`config.mk`:
```
export PLATFORM = sky130hd
export DESIGN_NAME = dtd_detector
export DESIGN_NICKNAME = d
export VERILOG_FILES = /design/src/rtl/dtd_pkg.sv /design/src/rtl/dtd_level_track.sv /design/src/rtl/dtd_ratio_cmp.sv /design/src/rtl/dtd_hangover.sv /design/src/rtl/dtd_detector.sv
export SDC_FILE = /design/constraint.sdc
export NUM_CORES = 1
export LEC_CHECK = 0
export ABC_AREA = 1
export BUFFER_PORTS_ARGS = -buffer_cell sky130_fd_sc_hd__buf_2
export CELL_PAD_IN_SITES_DETAIL_PLACEMENT = 0
export CELL_PAD_IN_SITES_GLOBAL_PLACEMENT = 1
export CORE_MARGIN = 2
export CORE_UTILIZATION = 44
export CTS_BUF_LIST = sky130_fd_sc_hd__clkbuf_2 sky130_fd_sc_hd__clkbuf_4 sky130_fd_sc_hd__clkbuf_8
export CTS_CLUSTER_SIZE = 30
export DETAILED_ROUTE_END_ITERATION = 10
export MAX_ROUTING_LAYER = met4
export PLACE_DENSITY_LB_ADDON = 0.1
export SLEW_MARGIN = 20
export SYNTH_ARGS = -nofsm -noshare
export SYNTH_HDL_FRONTEND = slang
export SYNTH_SLANG_ARGS = --single-unit
```
`constraint.sdc`:
```
create_clock -name clk -period 18.6 [get_ports clk]
set_clock_uncertainty 0.2 [all_clocks]
set_input_delay 0.93 -clock clk [delete_from_list [all_inputs] [get_ports clk]]
set_output_delay 0.93 -clock clk [all_outputs]
set_load 0.02 [all_outputs]
```
`src/rtl/dtd_pkg.sv`:
```
package dtd_pkg;
    localparam int Q_FRAC = 15;
    localparam int NUM_STREAMS = 2;

    typedef enum int {
        STREAM_FAR  = 0,
        STREAM_NEAR = 1
    } stream_e;
endpackage

```
`src/rtl/dtd_level_track.sv`:
```
module dtd_level_track #(
    parameter int W        = 16,
    parameter int DECAY_SH = 6
) (
    input  logic         clk,
    input  logic         rst_n,
    input  logic         smp_valid,
    input  logic [W-1:0] smp,
    output logic [W-1:0] lvl_next,
    output logic [W-1:0] lvl
);
    typedef struct packed {
        logic [W-1:0] lvl;
    } state_t;

    state_t       st_d, st_q;
    logic [W-1:0] mag;

    always_comb begin
        // two's complement magnitude; the most negative code maps to 2^(W-1)
        mag  = smp[W-1] ? (~smp + 1'b1) : smp;
        st_d = st_q;
        if (smp_valid) begin
            if (mag > st_q.lvl) begin
                st_d.lvl = mag;
            end else begin
                st_d.lvl = st_q.lvl - (st_q.lvl >> DECAY_SH);
            end
        end
    end

    always_ff @(posedge clk) begin
        if (!rst_n) begin
            st_q <= '0;
        end else begin
            st_q <= st_d;
        end
    end

    assign lvl_next = st_d.lvl;
    assign lvl      = st_q.lvl;
endmodule

```
`src/rtl/dtd_ratio_cmp.sv`:
```
module dtd_ratio_cmp #(
    parameter int W  = 16,
    parameter int TW = 16
) (
    input  logic [W-1:0]  far_lvl,
    input  logic [W-1:0]  near_lvl,
    input  logic [TW-1:0] thr,
    output logic          hit
);
    import dtd_pkg::*;

    localparam int PW = W + TW;

    logic [PW-1:0] prod;
    logic [PW-1:0] scaled;
    logic [PW-1:0] near_ext;

    always_comb begin
        prod     = PW'(far_lvl) * PW'(thr);
        scaled   = prod >> Q_FRAC;
        near_ext = PW'(near_lvl);
        if (far_lvl == '0) begin
            hit = (near_lvl != '0);
        end else begin
            hit = (near_ext > scaled);
        end
    end
endmodule

```
`src/rtl/dtd_hangover.sv`:
```
module dtd_hangover #(
    parameter int HANG = 240
) (
    input  logic clk,
    input  logic rst_n,
    input  logic smp_valid,
    input  logic hit,
    output logic flag
);
    localparam int CW = $clog2(HANG + 1);

    typedef struct packed {
        logic [CW-1:0] cnt;
        logic          flag;
    } state_t;

    state_t st_d, st_q;

    always_comb begin
        st_d = st_q;
        if (smp_valid) begin
            if (hit) begin
                st_d.cnt  = CW'(HANG);
                st_d.flag = 1'b1;
            end else if (st_q.cnt != '0) begin
                st_d.cnt  = st_q.cnt - 1'b1;
            end else begin
                st_d.flag = 1'b0;
            end
        end
    end

    always_ff @(posedge clk) begin
        if (!rst_n) begin
            st_q <= '0;
        end else begin
            st_q <= st_d;
        end
    end

    assign flag = st_q.flag;
endmodule

```
`src/rtl/dtd_detector.sv`:
```
module dtd_detector #(
    parameter int          SMP_W     = 16,
    parameter int          THR_W     = 16,
    parameter int          DECAY_SH  = 6,
    parameter int          HANG      = 240,
    parameter logic [15:0] THR_RESET = 16'h4800
) (
    input  logic             clk,
    input  logic             rst_n,
    input  logic             thr_we,
    input  logic [THR_W-1:0] thr_wdata,
    input  logic             smp_valid,
    input  logic [SMP_W-1:0] far_smp,
    input  logic [SMP_W-1:0] near_smp,
    output logic [SMP_W-1:0] far_lvl,
    output logic [SMP_W-1:0] near_lvl,
    output logic             dt_flag
);
    import dtd_pkg::*;

    typedef struct packed {
        logic [THR_W-1:0] thr;
    } state_t;

    state_t st_d, st_q;

    logic [SMP_W-1:0] smp_arr  [NUM_STREAMS];
    logic [SMP_W-1:0] lvl_nx   [NUM_STREAMS];
    logic [SMP_W-1:0] lvl_cur  [NUM_STREAMS];
    logic             hit;

    // Threshold register: a strobe reads the value held before its edge
    always_comb begin
        st_d = st_q;
        if (thr_we) begin
            st_d.thr = thr_wdata;
        end
    end

    always_ff @(posedge clk) begin
        if (!rst_n) begin
            st_q.thr <= THR_W'(THR_RESET);
        end else begin
            st_q <= st_d;
        end
    end

    assign smp_arr[STREAM_FAR]  = far_smp;
    assign smp_arr[STREAM_NEAR] = near_smp;

    for (genvar s = 0; s < NUM_STREAMS; s++) begin : g_trk
        dtd_level_track #(
            .W        (SMP_W),
            .DECAY_SH (DECAY_SH)
        ) u_trk (
            .clk       (clk),
            .rst_n     (rst_n),
            .smp_valid (smp_valid),
            .smp       (smp_arr[s]),
            .lvl_next  (lvl_nx[s]),
            .lvl       (lvl_cur[s])
        );
    end

    dtd_ratio_cmp #(
        .W  (SMP_W),
        .TW (THR_W)
    ) u_cmp (
        .far_lvl  (lvl_nx[STREAM_FAR]),
        .near_lvl (lvl_nx[STREAM_NEAR]),
        .thr      (st_q.thr),
        .hit      (hit)
    );

    dtd_hangover #(
        .HANG (HANG)
    ) u_hang (
        .clk       (clk),
        .rst_n     (rst_n),
        .smp_valid (smp_valid),
        .hit       (hit),
        .flag      (dt_flag)
    );

    assign far_lvl  = lvl_cur[STREAM_FAR];
    assign near_lvl = lvl_cur[STREAM_NEAR];
endmodule

```
== Yosys cells after proc, flatten, opt, wreduce, memory -nomap -nowiden ==
Cells that the tools add are included.
W data, S select, Z words.
Word-level totals
  register bits: 57
  input port bits: 52
  output and inout port bits: 33
  logic and storage cells: 33
Operators by class
  $add $sub $neg: 5
  multipliers: 1
  order comparisons: 3
  eq/ne operators: 1
  mux-type cells: 10
  bitwise logic cells: 2
  reductions and logical operators: 6
Operators by type and width (number)
  $mux W16: 6
  $add A16 B1 Y16 const B: 2
  $gt A16 B16 Y1: 2
  $mul A16 B16 Y32: 1
  $not A16 Y16: 2
  $sub A16 B10 Y16: 2
  $gt A16 B17 Y1: 1
  $logic_not A16 Y1: 1
  $reduce_bool A16 Y1: 1
  $mux W9: 1
  $mux W8: 1
  $reduce_bool A8 Y1: 1
  $sub A8 B1 Y8 const B: 1
  $reduce_and A2 Y1: 2
  $mux W1: 2
  $ne A2 B2 Y1 const B: 1
  $reduce_bool A2 Y1: 1

== Depth between registers and ports, before layout ==
Gate-level depths: netlist of the first run.
  word-level depth: 11
  gate-level depth with buffers: 63
  gate-level depth less buffers: 62

== Cells and area by module ==
A second synthesis of the first run with hierarchy kept.
Unflattened totals
  cell total of the unflattened synthesis: 2371
  area total of the unflattened synthesis: 15830.2 sq um
Modules (own cells, without submodules)
  dtd_ratio_cmp: instances 1, cells each 1282, area each 9296.4 sq um, sequential area each 0.0 sq um
  dtd_level_track: instances 2, cells each 455, area each 2663.8 sq um, sequential area each 320.3 sq um
  dtd_detector: instances 1, cells each 98, area each 665.6 sq um, sequential area each 320.3 sq um
  dtd_hangover: instances 1, cells each 81, area each 540.5 sq um, sequential area each 180.2 sq um

== Worst setup path after synthesis of the first run ==
No wires, ideal clock.
  path type: input -> register
  start: input far_smp[0]
  end: register u_hang.st_q[7] (netlist bit)
  library setup time: 0.113 ns
  data arrival time: 10.106 ns
  data required time: 18.287 ns
  setup slack: 8.181 ns
  cell stages on the path: 58
  buffers on the path: 2
  cell sequence: inv_1 -> ha_1 -> nand4_1 -> nor2_1 -> nand2_1 -> nand2_1 -> o21ai_1 -> xor2_1 -> ha_1 -> nand4_2 -> nor2_2 -> nand3_2 -> nand2_4 -> inv_6 -> buf_4 -> o211ai_1 -> o21ai_4 -> inv_1 -> (+22 left out) -> nand2_1 -> nand2_1 -> xnor2_1 -> ha_1 -> nand2_1 -> nor2_1 -> or3b_2 -> a31o_2 -> nand3_1 -> nand2_1 -> a21boi_0 -> o32ai_1 -> nor2_2 -> nand2_4 -> nand3_4 -> nand2_4 -> nor2_1 -> nor2_1
Between the ends
  word-level cells in the longest chain between the ends: 11
  elaborated cells on any way between the ends: 13
  classes of those cells: add/sub: 1; mul: 1; order compare: 2; mux: 5; bitwise: 1; reduce/logical: 3
Ends and longest elaborated chain
  start: declaration: line dtd_detector.sv:13  | input logic [SMP_W-1:0] far_smp,
  $not A16 Y16: line dtd_level_track.sv:21  | mag = smp[W-1] ? (~smp + 1'b1) : smp;
  $add A16 B1 Y16: line dtd_level_track.sv:21
  $mux W16 *: line dtd_level_track.sv:21
  $gt A16 B16 Y1: line dtd_level_track.sv:24  | if (mag > st_q.lvl) begin
  $mux W16 *: line dtd_level_track.sv:24
  $mux W16 *: line dtd_level_track.sv:23  | if (smp_valid) begin
  $mul A16 B16 Y32: line dtd_ratio_cmp.sv:19  | prod = PW'(far_lvl) * PW'(thr);
  $gt A16 B17 Y1: line dtd_ratio_cmp.sv:25  | hit = (near_ext > scaled);
  $mux W1 *: line dtd_ratio_cmp.sv:22  | if (far_lvl == '0) begin
  $reduce_bool A2 Y1 (no line)
  $reduce_and A2 Y1 (no line)
  end signal: assignment: line dtd_hangover.sv:37  | st_q <= st_d;
  end: declaration: line dtd_hangover.sv:17  | state_t st_d, st_q;
Mark *: on every way between the ends. The rest lies on a longest branch, timed or not.
A chain may end at the register's enable or synchronous reset.

== Worst setup path in the final report of the first run ==
  start: input far_smp[0]
  end: register u_hang.st_q[6] (netlist bit)
The elaborated chain is that of the path after synthesis.

==> results of run 1 <==
[kinds of logic (layout without fill, tap and decap cells)]
| family | count (synthesis) | after routing | synth area share, % |
|---|---|---|---|
| adders and majority gates | 368 | 368 | 43.5 |
| and+or+nand+nor | 742 | 742 | 22.2 |
| xor gates and xnor gates | 63 | 63 | 3.96 |
| DFF | 57 | 57 | 8.19 |
| AOI/OAI and AO/OA | 230 | 230 | 9.82 |
| buffers and inverters | 440 | 496 | 12.3 |
[area by class of cell]
| type | instances | share of cell area, % |
|---|---|---|
| multi-input cells | 1403 | 74.5 |
| inverters | 392 | 9.92 |
| flip-flops and latches | 57 | 7.67 |
| well taps | 402 | 3.38 |
| repair buffers | 88 | 3.03 |
| clock buffers | 9 | 0.833 |
| clock inverters | 7 | 0.639 |
[stage by stage]
stage | instances | hold slack, ps | worst slack (ps) | utilization, %
6_report | 2358 | 288 | 7040 | 47.4
5_1_grt | 2358 | 291 | 6230 | 47.4
4_1_cts | 2358 | 283 | 7130 | 47.4
3_5_place_dp | 2342 | 263 | 6770 | 46.7
3_3_place_gp | 2342 | 258 | 6880 | 46.7
2_1_floorplan | 1900 | 274 | 8180 | -
[flip-flops by register name (all words and copies together) (netlist names)]
signal	flops
g_trk.u_trk.lvl	32
st_q	16
u_hang.flag	1
u_hang.st_q	8
[Yosys cell counts (all sizes together), types with 4 or more instances]
| library cell | count | area (um^2) |
|---|---|---|
| nor4 | 5 | 31.3 |
| nand2 | 385 | 1500 |
| buf | 20 | 128 |
| nor3 | 14 | 106 |
| o21ai | 69 | 360 |
| o31ai | 4 | 43.8 |
| clkinv | 15 | 56.3 |
| clkbuf | 28 | 105 |
| or2 | 7 | 43.8 |
| xor2 | 42 | 368 |
| a31oi | 11 | 68.8 |
| dfxtp | 57 | 1140 |
| nand3 | 54 | 293 |
| o21bai | 8 | 60.1 |
| fa | 195 | 3900 |
| o211ai | 12 | 100 |
| ha | 173 | 2160 |
| inv | 377 | 1420 |
| nor2 | 250 | 948 |
| o21a | 9 | 67.6 |
| a31o | 4 | 35.0 |
| a21o | 8 | 60.1 |
| xnor2 | 21 | 184 |
| a21oi | 92 | 468 |
| nand4 | 23 | 150 |
[worst max-delay path, delay by kind of cell]
family,cells,cell delay (ps)
xor+xnor,2,470
simple gates,30,3290
buf+inv,10,1240
fa+ha+maj,10,3960
compound gates,8,1740
[path summary, 6_finish.rpt]
kind | to | slack (ps)
worst max register to register | u_hang.st_q[6] | 7980
worst min register to register | u_hang.flag | 290
worst max-delay path | u_hang.st_q[6] | 7040
worst min-delay path | u_hang.flag | 290
[per-layer routing]
| metal | track usage [%] | vias up | part of all wire [%] |
|---|---|---|---|
| met5 | - | - | 0 |
| met4 | 9.06 | 0 | 3.1 |
| li1 | - | 5985 | - |
| met3 | 2.89 | 64 | 5.3 |
| met2 | 44.0 | 378 | 44 |
| met1 | 39.0 | 5927 | 47 |
==> impl_results.md, run 1 <==
- Die Ht: 182 um
- Share of cells above drive strength 1: 7.67%
- CP dominant cell by count: nand2_1
- Drt total wl: 43.0 mm
- Root buffer cell: clkbuf_8
- Final instance area: 14900 um^2
- Worst Setup Start Kind: input pin
- Clock Sinks: 57
- CTS tree: yes
- Initial antenna violation count: 0
- Max Slew Vio Count: 0
- CP Data Required Time: 18720 ps
- Drt wl/cell: 18.2 um
- Vias in the first global route: 12730
- Status: finished clean
- Max stage delay on crit path: 530 ps
- DIE AREA: 33100 um^2
- DR vias: 12354
- Initial DRC Count: 785
- Critical-path maximum fanout: 23
- Post-CTS Hold Fix Bufs: 0
- DRT Pass-1 Iters: 6
- Fin crit period: 11560 ps
- Post-layout nets: 2371
- Area grow syn2layout: 6.74%
- Fillers: 3278
- Hpwl dp: 36.3 mm
- Worst slew pin tran: 950 ps
- CTS buffer count: 9
- Routability congestion estimate from global placement: 0.947
- Synthesis-stage register bit count: 57
- Total grt overflow: 0
- Crit path kind: input pin to flop
- Avg Cell Area, Syn: 7.34 um^2
- # Post-CTS Setup Buffers: 0
- CP Data Arrival Time: 11680 ps
- Register area: 1140 um^2
- Post-cts sizing count: 0
- Max Clk Rate: 0.0865 GHz
- Critical path launch point: far_smp[0]
- Crit share post-route: 62.1%
- Synth Instances: 1900
- Clock Path Buffers: 2
- Core area: 31400 um^2
- Clock transition at path regs: 80 ps
- Drt via density: 5.24
- Setup_tns: 0 ps
- Placed Area: 14700 um^2
- Max Cap Viol: 0
- Hold Path Stages: 2
- Hold crit path type: flop to flop
- RR Startpoint: g_trk[0].u_trk.lvl[7]
- Post-synth top flop: dfxtp_1
- Slew margin rel.: 36.0%
- Sequential area share after synthesis: 8.19%
- Critical Path Slowest Stage Cell: fa_1
- Multi-input logic area: 11100 um^2
- Initial core utilization: 44.4%
- Final setup vio count: 0
- Largest net degree at the start of global routing: 60
- Ys async rst share: 0%
- FF-to-FF path depth: 56
- Fin. Hold Viols: 0
- Mapped cell area: 13900 um^2
- Die width: 182 um
- Min-delay src: u_hang.flag
- # DRC: 0
- Unrepaired setup endpoints after global routing: no
- EDFF count, synth: 0
- N_diodes: 0
- Synth cell types: 60
- Synth warn: 0
- Nature of the critical path endpoint: flop
- Total Routing Usage GR: 28.3%
- H-tree lvl count: 3
- Port buffer count: 84
- Num rows: 65
- Synth Net Count: 2320
- I/O pin cnt: 85
- Antenna viol nets, final: 0
- Most frequent cells in the layout: inv_1 (373), nand2_1 (373), nor2_1 (246)
- Global-route wire length before repair: 70.1 mm
- Clock Latency Late Sink: 380 ps
Power of run 1 is left out: the tool's default activity adds up to more than one toggle a clock period on the data nets, which glitch-free logic cannot reach.
==> run 2: changes to the inputs <==
--- a/config.mk
+++ b/config.mk
@@ -5,7 +5,7 @@
 export SDC_FILE = /design/constraint.sdc
 export NUM_CORES = 1
 export LEC_CHECK = 0
-export ABC_AREA = 1
+export ABC_AREA = 0
 export BUFFER_PORTS_ARGS = -buffer_cell sky130_fd_sc_hd__buf_2
 export CELL_PAD_IN_SITES_DETAIL_PLACEMENT = 0
 export CELL_PAD_IN_SITES_GLOBAL_PLACEMENT = 1
==> constraint.sdc (replaced) <==
create_clock -name clk -period 10.9 [get_ports clk]
set_clock_uncertainty 0.2 [all_clocks]
set_input_delay 0.545 -clock clk [delete_from_list [all_inputs] [get_ports clk]]
set_output_delay 0.545 -clock clk [all_outputs]
set_load 0.02 [all_outputs]
==> impl_results.md, run 2 <==
- R2r endpoint: u_hang.st_q[1]
- Initial core utilization: 44.8% (+0.41 points)
- Slew margin rel.: 39.0% (+3.0 points)
- Commonest non-fill, non-tap cell in the layout: inv_1
- Global-route wire length before repair: 64.4 mm (-8.2%)
- Synth Net Count: 2053 (-12%)
- Commonest cells in the netlist: inv_1 (290), nand2_1 (196), fa_1 (195)
- Unrepaired setup endpoints after global routing: yes
- Max Cap Viol: 0 (unchanged)
- Fillers: 2980 (-9.1%)
- Initial DRC Count: 647 (-18%)
- Sequential area share after synthesis: 8.30% (+0.12 points)
- Share of cells above drive strength 1: 22.6% (+15 points)
- Nature of the critical path endpoint: flop
- Count leader, synth: inv_1
- Total Routing Usage GR: 25.3% (-3.0 points)
- Fin. Hold Viols: 0 (unchanged)
- N_diodes: 0 (unchanged)
- Post-layout nets: 2278 (-3.9%)
- Clock Sinks: 57 (unchanged)
- Worst Setup EP: u_hang.st_q[1]
- Crit. path cell count: 49 (-18%)
- Drt via density: 5.27 (+0.51%)
- CP Data Required Time: 10980 ps (-7740 ps)
- Mapped cell area: 13700 um^2 (-1.4%)
- Antenna viol nets, final: 0 (unchanged)
- Clock Latency Late Sink: 360 ps (-20 ps)
- Critical Path Slowest Stage Cell: fa_1
- CTS buffer count: 9 (unchanged)
- Crit path kind: input pin to flop
- I/O pin cnt: 85 (unchanged)
- Synth Instances: 1633 (-14%)
- Reg2reg setup slack: 440 ps (-7540 ps)
- RR Startpoint: g_trk[0].u_trk.lvl[0]
- Initial antenna violation count: 0 (unchanged)
- Register area: 1140 um^2 (unchanged)
- Die width: 181 um (-0.69%)
- Synthesis-stage register bit count: 57 (unchanged)
- Drt wl/cell: 17.5 um (-3.8%)
- Critical-path maximum fanout: 4 (-83%)
- DR vias: 11891 (-3.7%)
- Post-CTS Hold Fix Bufs: 0 (unchanged)
- Hold_ws: 221 ps (-67.7 ps)
- Critical path launch point: far_smp[10]
- Crit path buf inv count: 9 (-1)
- Hold crit path type: input pin to flop
- Post-synth top flop: dfxtp_1
- FF-to-FF path depth: 43 (-23%)
- DIE AREA: 32700 um^2 (-1.4%)
- EDFF count, synth: 0 (unchanged)
- Max Slew Vio Count: 0 (unchanged)
- Crit share post-route: 99.5%
- Vias in the first global route: 12212 (-4.1%)
- Ys async rst share: 0% (unchanged)
- Root buffer cell: clkbuf_8
- Routability congestion estimate from global placement: 0.847 (-11%)
- Max Clk Rate: 0.0922 GHz
- CP top delay family: adder cells
- Num rows: 64 (-1.5%)
- Status: finished clean
- Synth cell types: 87 (+45%)
- Worst Setup Start Kind: input pin
- Area contributors post-synth: fa_1 (28%), ha_1 (16%), dfxtp_1 (8.3%)
- Worst slew pin tran: 914 ps (-36.5 ps)
- # DRC: 0 (unchanged)
- Max stage delay on crit path: 540 ps (about the same)
- CP Data Arrival Time: 10920 ps (-760 ps)
- Die Ht: 181 um (-0.69%)
- H-tree lvl count: 3 (unchanged)
- Fin crit period: 10840 ps
- Port buffer count: 84 (unchanged)
- Largest net degree at the start of global routing: 46 (-23%)
- Total grt overflow: 0 (unchanged)
- Max reg flops: 32 (unchanged)
- Share of the synthesized area in the top cell type: 28.4% (+0.40 points)
- Final setup vio count: 0 (unchanged)
- Core area: 30700 um^2 (-2.3%)
- Most frequent cells in the layout: inv_1 (283), nand2_1 (194), fa_1 (185)
- Synth warn: 0 (unchanged)
- Clock Path Buffers: 2 (unchanged)
- Top cell type by total area after synthesis: fa_1
- Clock transition at path regs: 70 ps (about the same)
- Area grow syn2layout: 22.4%
- DRT Pass-1 Iters: 5 (-1)
- Hpwl dp: 31.8 mm (-12%)
- CP dominant cell by count: fa_1
- Avg Cell Area, Syn: 8.42 um^2 (+15%)
- CTS tree: yes
- Drt total wl: 39.6 mm (-7.9%)
- Multi-input logic area: 11900 um^2 (+7.2%)
run 2: worst min path at each step:
stage | end | cells past startpoint | startpoint
2_1_floorplan | u_hang.st_q[1] | 2 | u_hang.st_q[1]
3_3_place_gp | u_hang.st_q[1] | 2 | u_hang.st_q[1]
3_5_place_dp | u_hang.st_q[1] | 2 | u_hang.st_q[1]
4_1_cts | st_q[14] | 3 | thr_wdata[14]
5_1_grt | st_q[14] | 3 | thr_wdata[14]
6_report | st_q[14] | 3 | thr_wdata[14]
run 2: worst reg2reg max path: cells and delay by family, from the launching register on:
| kind | cells | cell delay, ps |
|---|---|---|
| compound gates | 16 | 3300 |
| xor+xnor | 1 | 140 |
| fa+ha+maj | 10 | 4240 |
| buf+inv | 8 | 820 |
| flops | 1 | 350 |
| mux | 1 | 130 |
| simple gates | 7 | 1240 |
run 2: logic make-up after synthesis:
group,after synthesis,share of synthesized area (%)
buffers and inverters,354,9.75
multiplexers,26,1.90
AND/OR/NAND/NOR,540,20.2
XOR/XNOR,54,3.44
AO/OA/AOI/OAI,234,12.2
flip-flops,57,8.30
adder cells (fa/ha/maj),368,44.2
run 2: repair_timing:
| action | 4_1_cts | 5_1_grt |
|---|---|---|
| pin swaps | 21 | 108 |
| resized for setup | 28 | 101 |
| gates cloned | 1 | 0 |
| endpoints found under the setup margin | 9 | 9 |
| endpoints found under the hold margin | 0 | 0 |
| buffers inserted | 14 | 27 |
run 2: layout make-up:
cell class	count	share of cell area (%)
Clock buffer	12	0.945
Timing Repair Buffer	275	11.9
Sequential cell	57	6.78
Inverter	293	6.54
Tap cell	396	2.95
Clock inverter	3	0.238
Multi-Input combinational cell	1222	70.7
run 2: layer usage:
layer,GRT usage [%],routed length [um]
met5,-,0
met2,41.8,19300
met1,34.8,18500
met4,3.06,331
met3,2.54,1490
run 2: through the flow:
| step | utilization [%] | cell area [um^2] | setup WS (ps) | cells | setup TNS [ps] |
|---|---|---|---|---|---|
| 6_report | 54.8 | 16800 | 56.2 | 2258 | 0 |
| 5_1_grt | 54.8 | 16800 | -394 | 2258 | -2680 |
| 4_1_cts | 52.7 | 16200 | 3.00 | 2232 | 0 |
| 3_5_place_dp | 51.2 | 15700 | -816 | 2202 | -6460 |
| 3_3_place_gp | 51.2 | 15700 | -662 | 2202 | -5060 |
| 2_1_floorplan | - | 13900 | 22.9 | 1633 | 0 |
Power of run 2 is left out for the same reason.
==> run 3: changes to the inputs <==
--- a/config.mk
+++ b/config.mk
@@ -16,6 +16,7 @@
 export DETAILED_ROUTE_END_ITERATION = 10
 export MAX_ROUTING_LAYER = met4
 export PLACE_DENSITY_LB_ADDON = 0.1
+export RECOVER_POWER = 50
 export SLEW_MARGIN = 20
 export SYNTH_ARGS = -nofsm -noshare
 export SYNTH_HDL_FRONTEND = slang
==> impl_results.md, run 3 (synthesized netlist as in run 2, its figures left out) <==
- Status: finished clean
- Initial core utilization: 44.8% (unchanged)
- Share of cells above drive strength 1: 21.1% (-1.6 points)
- Largest net degree at the start of global routing: 46 (unchanged)
- H-tree lvl count: 3 (unchanged)
- Crit path kind: input pin to flop
- Min-delay src: thr_wdata[14]
- Hold_ws: 222 ps (+1.05 ps)
- Core area: 30700 um^2 (unchanged)
- Max Cap Viol: 0 (unchanged)
- # DRC: 0 (unchanged)
- Post-layout nets: 2278 (unchanged)
- DIE AREA: 32700 um^2 (unchanged)
- Hpwl dp: 31.8 mm (unchanged)
- Worst Setup Start Kind: input pin
- Final setup vio count: 0 (unchanged)
- CP dominant cell by count: fa_1
- Vias in the first global route: 12212 (unchanged)
- Max stage delay on crit path: 540 ps (about the same)
- Clock transition at path regs: 70 ps (about the same)
- Hold Path Stages: 3 (unchanged)
- Area grow syn2layout: 22.1%
- Root buffer cell: clkbuf_8
- CTS buffer count: 9 (unchanged)
- Clock Path Buffers: 2 (unchanged)
- Die width: 181 um (unchanged)
- DR vias: 11881 (-0.084%)
- Num rows: 64 (unchanged)
- I/O pin cnt: 85 (unchanged)
- Total Routing Usage GR: 25.3% (unchanged)
- Nature of the critical path endpoint: flop
- Drt via density: 5.26 (about the same)
- Routability congestion estimate from global placement: 0.847 (unchanged)
- Port buffer count: 84 (unchanged)
- Initial antenna violation count: 0 (unchanged)
- Commonest non-fill, non-tap cell in the layout: inv_1
- Fin. Hold Viols: 0 (unchanged)
- Drt total wl: 39.6 mm (about the same)
- RR Startpoint: g_trk[0].u_trk.lvl[0]
- CP Data Required Time: 10980 ps (about the same)
- Clock Latency Late Sink: 360 ps (about the same)
- Die Ht: 181 um (unchanged)
- Critical-path maximum fanout: 4 (unchanged)
- Total grt overflow: 0 (unchanged)
- DRT Pass-1 Iters: 6 (+1)
- Worst slew pin tran: 924 ps (+10.2 ps)
- Slew margin rel.: 38.3% (-0.68 points)
- Clock Sinks: 57 (unchanged)
- Post-CTS Hold Fix Bufs: 0 (unchanged)
- Max reg flops: 32 (unchanged)
- Max Clk Rate: 0.0922 GHz (about the same)
- Most frequent cells in the layout: inv_1 (283), nand2_1 (194), fa_1 (185)
- Global-route wire length before repair: 64.4 mm (unchanged)
- Critical path launch point: far_smp[10]
- Max Slew Vio Count: 0 (unchanged)
- Fin crit period: 10850 ps (+7.41 ps)
- Drt wl/cell: 17.5 um (about the same)
- FF-to-FF path depth: 43 (unchanged)
- N_diodes: 0 (unchanged)
- Crit share post-route: 99.6% (about the same)
- Critical Path Slowest Stage Cell: fa_1
- Antenna viol nets, final: 0 (unchanged)
- Unrepaired setup endpoints after global routing: yes
- Hold crit path type: input pin to flop
- CP Data Arrival Time: 10930 ps (about the same)
- CTS tree: yes
- Initial DRC Count: 632 (-2.3%)
-- run 3: cell count changes in the layout (fill, tap and decap cells not counted), sizes merged --
cell | previous run | this run
clkbuf | 12 | 41
buf | 275 | 246
-- run 3: per-stage QoR --
step	util [%]	TNS (ps)	std cells	area (um^2)	worst slack (ps)
after floorplan	-	0	1633	13900	22.9
after global placement	51.2	-5060	2202	15700	-662
after detailed placement	51.2	-6460	2202	15700	-816
after CTS	52.7	0	2232	16200	3.00
after global routing	54.7	-2680	2258	16800	-394
final	54.7	0	2258	16800	48.8
-- run 3: final cells by class --
| cell class | instances | area (um^2) |
|---|---|---|
| fill | 2982 | 13900 |
| multi-input combinational | 1222 | 11900 |
| timing repair buffer | 275 | 1960 |
| sequential | 57 | 1140 |
| inverter | 293 | 1100 |
| tap | 396 | 495 |
| clock buffer | 12 | 159 |
| clock inverter | 3 | 40.0 |
-- run 3: worst max-delay path, delay by kind of cell --
kind                       cells  cell delay (ps)
AOI/OAI and AO/OA             15             2510
xor gates and xnor gates       2              240
adders and majority gates      9             3920
buffers and inverters          9              990
muxes                          1              130
and+or+nand+nor               13             2600
-- run 3: per-layer routing --
metal	routed length, um	track usage (%)
met5	0	-
met4	368	3.06
met3	1500	2.54
met2	19200	41.8
met1	18500	34.8
-- run 3: path summary, 6_finish.rpt --
kind / slack, ps / endpoint
setup / recovery: 50 / u_hang.st_q[1]
hold / removal: 220 / st_q[14]
setup reg to reg: 410 / u_hang.st_q[1]
hold reg to reg: 310 / u_hang.st_q[1]
-- run 3: timing repair --
item,CTS,global route
resized for setup,28,101
hold endpoints to repair,0,0
setup buffers,14,27
cloned,1,0
pin swaps,21,108
endpoints found under the setup margin,9,9
Power of run 3 is left out for the same reason.
